--- config.mk ---
export PLATFORM = sky130hd
export DESIGN_NAME = tmr8_top
export DESIGN_NICKNAME = d
export VERILOG_FILES = /design/src/rtl/tmr8_pkg.sv /design/src/rtl/tmr8_prescale.sv /design/src/rtl/tmr8_edge.sv /design/src/rtl/tmr8_core.sv /design/src/rtl/tmr8_top.sv
export SDC_FILE = /design/constraint.sdc
export NUM_CORES = 1
export LEC_CHECK = 0
export ABC_AREA = 0
export CAP_MARGIN = 20
export CELL_PAD_IN_SITES_DETAIL_PLACEMENT = 0
export CELL_PAD_IN_SITES_GLOBAL_PLACEMENT = 2
export CORE_AREA = 2 2 87 89
export DETAILED_ROUTE_END_ITERATION = 16
export DIE_AREA = 0 0 89 91
export PLACE_DENSITY = 0.74
export SKIP_LAST_GASP = 1
export SLEW_MARGIN = 10
export SYNTH_ARGS = -nofsm -noshare
export SYNTH_HDL_FRONTEND = slang
export SYNTH_HIERARCHICAL = 1
export SYNTH_SLANG_ARGS = --single-unit
--- constraint.sdc ---
create_clock -name clk -period 2.1 [get_ports clk]
set_input_delay 0.21 -clock clk [delete_from_list [all_inputs] [get_ports clk]]
set_output_delay 0.21 -clock clk [all_outputs]
set_load 0.01 [all_outputs]
--- src/rtl/tmr8_pkg.sv ---
package tmr8_pkg;
    localparam logic [1:0] ADDR_CTRL = 2'd0;
    localparam logic [1:0] ADDR_CNT  = 2'd1;
    localparam logic [1:0] ADDR_CMP  = 2'd2;
    localparam logic [1:0] ADDR_STAT = 2'd3;

    typedef enum logic [2:0] {
        SRC_OFF  = 3'd0,
        SRC_CLK  = 3'd1,
        SRC_P8   = 3'd2,
        SRC_P64  = 3'd3,
        SRC_P256 = 3'd4,
        SRC_P1K  = 3'd5,
        SRC_FALL = 3'd6,
        SRC_RISE = 3'd7
    } src_sel_e;

    localparam int MODE_BIT = 3;
    localparam int NUM_TAPS = 4;
endpackage

--- src/rtl/tmr8_prescale.sv ---
module tmr8_prescale #(
    parameter int PRE_W = 10,
    parameter int TAP_SH [tmr8_pkg::NUM_TAPS] = '{3, 6, 8, 10}
) (
    input  logic                          clk,
    input  logic                          rst_n,
    output logic [tmr8_pkg::NUM_TAPS-1:0] tap_o
);
    typedef struct packed {
        logic [PRE_W-1:0] pre;
    } pre_state_t;

    pre_state_t st_d, st_q;

    always_comb begin
        st_d     = st_q;
        st_d.pre = st_q.pre + 1'b1;
    end

    always_ff @(posedge clk or negedge rst_n) begin
        if (!rst_n) st_q <= '0;
        else        st_q <= st_d;
    end

    for (genvar i = 0; i < tmr8_pkg::NUM_TAPS; i++) begin : g_tap
        assign tap_o[i] = &st_q.pre[TAP_SH[i]-1:0];
    end
endmodule

--- src/rtl/tmr8_edge.sv ---
module tmr8_edge (
    input  logic clk,
    input  logic rst_n,
    input  logic pin_i,
    output logic rise_o,
    output logic fall_o
);
    typedef struct packed {
        logic s1;
        logic s2;
        logic s3;
    } sync_state_t;

    sync_state_t st_d, st_q;

    always_comb begin
        st_d.s1 = pin_i;
        st_d.s2 = st_q.s1;
        st_d.s3 = st_q.s2;
    end

    always_ff @(posedge clk or negedge rst_n) begin
        if (!rst_n) st_q <= '0;
        else        st_q <= st_d;
    end

    assign rise_o = st_q.s2 & ~st_q.s3;
    assign fall_o = ~st_q.s2 & st_q.s3;
endmodule

--- src/rtl/tmr8_core.sv ---
module tmr8_core #(
    parameter int CNT_W = 8
) (
    input  logic             clk,
    input  logic             rst_n,
    input  logic             tick_i,
    input  logic             wr_en,
    input  logic [1:0]       wr_addr,
    input  logic [CNT_W-1:0] wr_data,
    input  logic [1:0]       rd_addr,
    output logic [CNT_W-1:0] rd_data,
    output logic [2:0]       src_o,
    output logic [CNT_W-1:0] count_o,
    output logic             cmp_pulse,
    output logic             ovf_pulse,
    output logic             cmp_flag,
    output logic             ovf_flag
);
    import tmr8_pkg::*;

    localparam logic [CNT_W-1:0] CNT_MAX = '1;

    typedef struct packed {
        logic [CNT_W-1:0] cnt;
        logic [CNT_W-1:0] cmp;
        logic             mode;
        logic [2:0]       src;
        logic             blk;
        logic             cmp_p;
        logic             ovf_p;
        logic             cmp_s;
        logic             ovf_s;
    } core_state_t;

    core_state_t st_d, st_q;

    logic wr_cnt, at_max, at_cmp;

    assign wr_cnt = wr_en && (wr_addr == ADDR_CNT);
    assign at_max = (st_q.cnt == CNT_MAX);
    assign at_cmp = (st_q.cnt == st_q.cmp);

    always_comb begin
        st_d       = st_q;
        st_d.cmp_p = 1'b0;
        st_d.ovf_p = 1'b0;

        if (wr_cnt) begin
            st_d.cnt = wr_data;
            st_d.blk = 1'b1;
        end else if (tick_i) begin
            st_d.ovf_p = at_max;
            st_d.cmp_p = at_cmp && !st_q.blk;
            st_d.blk   = 1'b0;
            if (at_max || (st_q.mode && at_cmp)) st_d.cnt = '0;
            else                                 st_d.cnt = st_q.cnt + 1'b1;
        end

        if (wr_en && (wr_addr == ADDR_CTRL)) begin
            st_d.mode = wr_data[MODE_BIT];
            st_d.src  = wr_data[2:0];
        end
        if (wr_en && (wr_addr == ADDR_CMP)) st_d.cmp = wr_data;
        if (wr_en && (wr_addr == ADDR_STAT)) begin
            st_d.cmp_s = st_q.cmp_s & ~wr_data[0];
            st_d.ovf_s = st_q.ovf_s & ~wr_data[1];
        end
        st_d.cmp_s = st_d.cmp_s | st_d.cmp_p;
        st_d.ovf_s = st_d.ovf_s | st_d.ovf_p;
    end

    always_ff @(posedge clk or negedge rst_n) begin
        if (!rst_n) st_q <= '0;
        else        st_q <= st_d;
    end

    always_comb begin
        rd_data = '0;
        case (rd_addr)
            ADDR_CTRL: begin
                rd_data[MODE_BIT] = st_q.mode;
                rd_data[2:0]      = st_q.src;
            end
            ADDR_CNT:  rd_data = st_q.cnt;
            ADDR_CMP:  rd_data = st_q.cmp;
            default: begin
                rd_data[0] = st_q.cmp_s;
                rd_data[1] = st_q.ovf_s;
            end
        endcase
    end

    assign src_o     = st_q.src;
    assign count_o   = st_q.cnt;
    assign cmp_pulse = st_q.cmp_p;
    assign ovf_pulse = st_q.ovf_p;
    assign cmp_flag  = st_q.cmp_s;
    assign ovf_flag  = st_q.ovf_s;
endmodule

--- src/rtl/tmr8_top.sv ---
module tmr8_top #(
    parameter int CNT_W = 8,
    parameter int PRE_W = 10
) (
    input  logic             clk,
    input  logic             rst_n,
    input  logic             wr_en,
    input  logic [1:0]       wr_addr,
    input  logic [CNT_W-1:0] wr_data,
    input  logic [1:0]       rd_addr,
    output logic [CNT_W-1:0] rd_data,
    input  logic             ext_pin,
    output logic [CNT_W-1:0] count_o,
    output logic             cmp_pulse,
    output logic             ovf_pulse,
    output logic             cmp_flag,
    output logic             ovf_flag
);
    import tmr8_pkg::*;

    logic [NUM_TAPS-1:0] tap;
    logic                pin_rise, pin_fall, tick;
    logic [2:0]          src;

    tmr8_prescale #(.PRE_W(PRE_W)) i_pre (
        .clk   (clk),
        .rst_n (rst_n),
        .tap_o (tap)
    );

    tmr8_edge i_edge (
        .clk    (clk),
        .rst_n  (rst_n),
        .pin_i  (ext_pin),
        .rise_o (pin_rise),
        .fall_o (pin_fall)
    );

    always_comb begin
        case (src_sel_e'(src))
            SRC_OFF:  tick = 1'b0;
            SRC_CLK:  tick = 1'b1;
            SRC_P8:   tick = tap[0];
            SRC_P64:  tick = tap[1];
            SRC_P256: tick = tap[2];
            SRC_P1K:  tick = tap[3];
            SRC_FALL: tick = pin_fall;
            default:  tick = pin_rise;
        endcase
    end

    tmr8_core #(.CNT_W(CNT_W)) i_core (
        .clk       (clk),
        .rst_n     (rst_n),
        .tick_i    (tick),
        .wr_en     (wr_en),
        .wr_addr   (wr_addr),
        .wr_data   (wr_data),
        .rd_addr   (rd_addr),
        .rd_data   (rd_data),
        .src_o     (src),
        .count_o   (count_o),
        .cmp_pulse (cmp_pulse),
        .ovf_pulse (ovf_pulse),
        .cmp_flag  (cmp_flag),
        .ovf_flag  (ovf_flag)
    );
endmodule

==> run_results.csv <==
group,metric,value,unit
outcome,status,"finished, final reports clean",
sta,finalHoldViolCount,0,
logic_synthesis,ys_ff_latch,38,
routing,wirelength,5350,microns
cts,insertion_delay,300,ps
grt,grt_max_degree,39,
worst_setup_path,critical-path-slowest-cell,"mux4_2",
placed_design,gp_congestion,0.723,
min_path,min_to,"i_edge/st_d[1]",
routing,dr.pass1.iters,4,
sta,rsz0062_at_grt,"no",
worst_setup_path,crit_chain,"ha_2, nand2_4, nor4_2, mux4_2, a21o_4, buf_4, nor3b_1, a21oi_1, o21ai_1",
logic_synthesis,synth_nets,217,
floorplanning,num_rows,31,
sta,slew_viol_final,0,
routing,drt_iter0_markers,122,
logic_synthesis,seq_area_frac_synth,44.0,%
final_layout,syn2layout_area_growth,32.0,%
worst_setup_path,critPathMaxFanout,5,
cts,cts_tree,"yes",
worst_setup_path,crit_buf_inv,1,
cts,cts_root_buf,"clkbuf_8",
floorplanning,core,7140,sq um
min_path,min_from,"ext_pin",
sta,finalCriticalPeriod,2030,ps
grt,grt_pass1_wl,8510,microns
routing,avgViaCountPerCell,4.66,
logic_synthesis,syn_area,2160,sq um
final_layout,nets,269,
routing,vias,1612,
min_path,hold_class,"in -> reg",
grt,grt_pass1_vias,1590,
logic_synthesis,synth-compound-area-share,9.10,%
logic_synthesis,synth_xor_area_share,8.46,%
logic_synthesis,synthDistinctLibCells,41,
pwr,p_per_area,854,nW/um^2
grt,grtUsageTotal,14.0,%
floorplanning,die_h,91,microns
logic_synthesis,ys.flop_type,"dfrtp_1",
worst_setup_path,path_class,"reg -> reg",
floorplanning,dieArea,8100,sq um
worst_setup_path,end_kind,"register",
cts,h-tree-depth,2,
cts,clockBufferDepth,2,
pwr,power.total,2.43,mW
final_layout,fin_area,2850,sq um
sta,max_slew_margin,66.9,%
final_layout,diodes,0,
grt,grt_overflow,0,
logic_synthesis,synth_edf_count,0,
worst_setup_path,r2r_cells,9,
run,maxCapViolCount,0,
sta,worst_slew_pin_slew,496,ps
logic_synthesis,async_reset_ff_share,100,%
worst_setup_path,cp.arrival,2250,ps
min_path,hold_depth,1,
sta,timing.fmax,492,MHz
logic_synthesis,synthMuxAreaShare,8.23,%
routing,drc_errors,0,
cts,cts_buffers,5,
routing,wl_per_cell,15.5,microns
grt,antenna_found_initial,0,
logic_synthesis,avgSynthCellArea,11.1,sq um
placed_design,place_area,2680,sq um
final_layout,drive_above_1_share,30.0,%
cts,clkTransAtPathRegs,80,ps
worst_setup_path,crit_family,"multiplexers",
floorplanning,pin_count,36,
cts,cts_sinks,38,
worst_setup_path,reg2reg_to,"i_core/count_o[5]",
worst_setup_path,worstPathRequired,2320,ps
logic_synthesis,syn_inst,194,
pwr,irDropWorstVdd,0.335,mV
logic_synthesis,yosysWarnings,6,
sta,final-setup-viol-count,0,
worst_setup_path,max_stage_delay,480,ps
logic_synthesis,synth_fa_ha_area_share,4.06,%
worst_setup_path,r2r-start,"i_pre/st_q[0]",
logic_synthesis,synth_top_family_by_area,"simple AND/OR/NAND/NOR gates",
logic_synthesis,synthSimpleGateAreaFrac,18.3,%
routing,antenna_left,0,
final_layout,fillCellCount,728,
sta,finClkSkew,6.50,ps
placed_design,port_buffers,35,
sta,finalCritPeriodShare,96.7,%
worst_setup_path,start_kind,"register",
floorplanning,die_w,89,microns
placed_design,dp_hpwl,3870,microns
pwr,power.leakage,1.24,nW
worst_setup_path,rrSetupSlack,70,ps
floorplanning,start_util,30.3,%
-- how the worst max path moves through the flow --
stage	startpoint	slack, ps	cells past startpoint	to
after CTS	i_pre/st_q[0]	6	9	i_core/count_o[5]
after detailed placement	rd_addr[0]	-120	7	rd_data[3]
final	i_pre/st_q[0]	70	9	i_core/count_o[5]
after global placement	rd_addr[0]	-130	7	rd_data[3]
after floorplan	i_pre/st_q[0]	7	8	i_core/count_o[6]
after global routing	i_pre/st_q[1]	5	9	i_core/count_o[4]
-- synth_stat cells (6+ instances only) --
| library cell | count | area share, % |
|---|---|---|
| xnor2_1 | 6 | 2.4 |
| nor2_1 | 9 | 1.6 |
| dfrtp_1 | 38 | 44 |
| buf_4 | 12 | 4.2 |
| nand2_1 | 9 | 1.6 |
| inv_1 | 9 | 1.6 |
| xor2_1 | 13 | 5.3 |
| mux2_2 | 12 | 6.3 |
| nor3b_1 | 6 | 2.1 |
| ha_1 | 7 | 4.1 |
| nand3_1 | 7 | 1.6 |
| a21oi_1 | 6 | 1.4 |
-- worst reg2reg max path: stages, from the launching register on --
cell and delay (ps):
dfrtp_1 400, ha_2 220, nand2_4 90, nor4_2 50
mux4_2 480, a21o_4 240, buf_4 140, nor3b_1 200
a21oi_1 60, o21ai_1 80
-- area by class of cell --
type                            instances  area (sq um)  share of cell area (%)
Multi-Input combinational cell        130          1110                    38.8
Sequential cell                        38           951                    33.4
Timing Repair Buffer                   62           541                    19.0
Tap cell                               99           124                    4.35
Clock buffer                            6          82.6                    2.90
Inverter                                9          33.8                    1.19
Clock inverter                          2          12.5                   0.439
-- report_power, final --
part / internal (mW) / switching [mW]
Clock: 0.264 / 0.281
Sequential: 0.846 / 0.231
Combinational: 0.449 / 0.363
-- per-layer routing --
layer | vias to the layer above | wire length (microns) | track usage, %
met3 | 7 | 266 | 2.91
met5 | - | 0 | 0
met1 | 779 | 2550 | 20.3
met2 | 45 | 2460 | 20.8
li1 | 781 | - | -
met4 | 0 | 81 | 4.85
-- flip-flops by register name, summed over array words and instances, names as in the netlist --
register	flops
i_pre/st_q	10
i_core/count_o	8
i_core/src_o	3
i_core/cmp_flag	1
i_core/ovf_pulse	1
i_core/st_q	10
i_edge/st_q	1
i_core/cmp_pulse	1
i_core/ovf_flag	1
i_edge/st_d	2
-- cell usage in the layout (no fill, tap or decap), drive strengths merged, types with 7 or more instances in the layout --
cell / netlist / layout
clkdlybuf4s50: 0 / 26
mux2: 12 / 12
ha: 7 / 7
buf: 16 / 27
nor2: 9 / 9
dlygate4sd2: 0 / 8
xor2: 14 / 14
dfrtp: 38 / 38
nand2: 9 / 9
nand3: 9 / 9
inv: 9 / 9
-- through the flow --
stage / setup TNS, ps / utilization [%] / setup WS, ps / cells / hold slack, ps
2_1_floorplan: 0 / - / 6.89 / 194 / -85.6
3_3_place_gp: -812 / 37.6 / -132 / 335 / 295
3_5_place_dp: -1120 / 37.6 / -124 / 335 / 296
4_1_cts: 0 / 39.2 / 5.69 / 344 / 357
5_1_grt: 0 / 39.9 / 4.82 / 346 / 362
6_report: 0 / 39.9 / 69.5 / 346 / 356
-- repair_timing --
action	4_1_cts	5_1_grt
endpoints found under the setup margin	19	12
resized for setup	13	10
pin swaps	1	5
hold buffers	1	0
setup buffers	0	1
cloned	0	1
endpoints found under the hold margin	38	0
-- kinds of logic (layout without fill, tap and decap cells) --
kind of cell	Yosys count	in the layout
xor gates and xnor gates	20	20
muxes	15	15
adders and majority gates	7	7
AOI/OAI and AO/OA	29	30
buffers and inverters	27	79
DFF	38	38
and+or+nand+nor	58	58
Note: power is estimated with default switching activity, not from simulation.
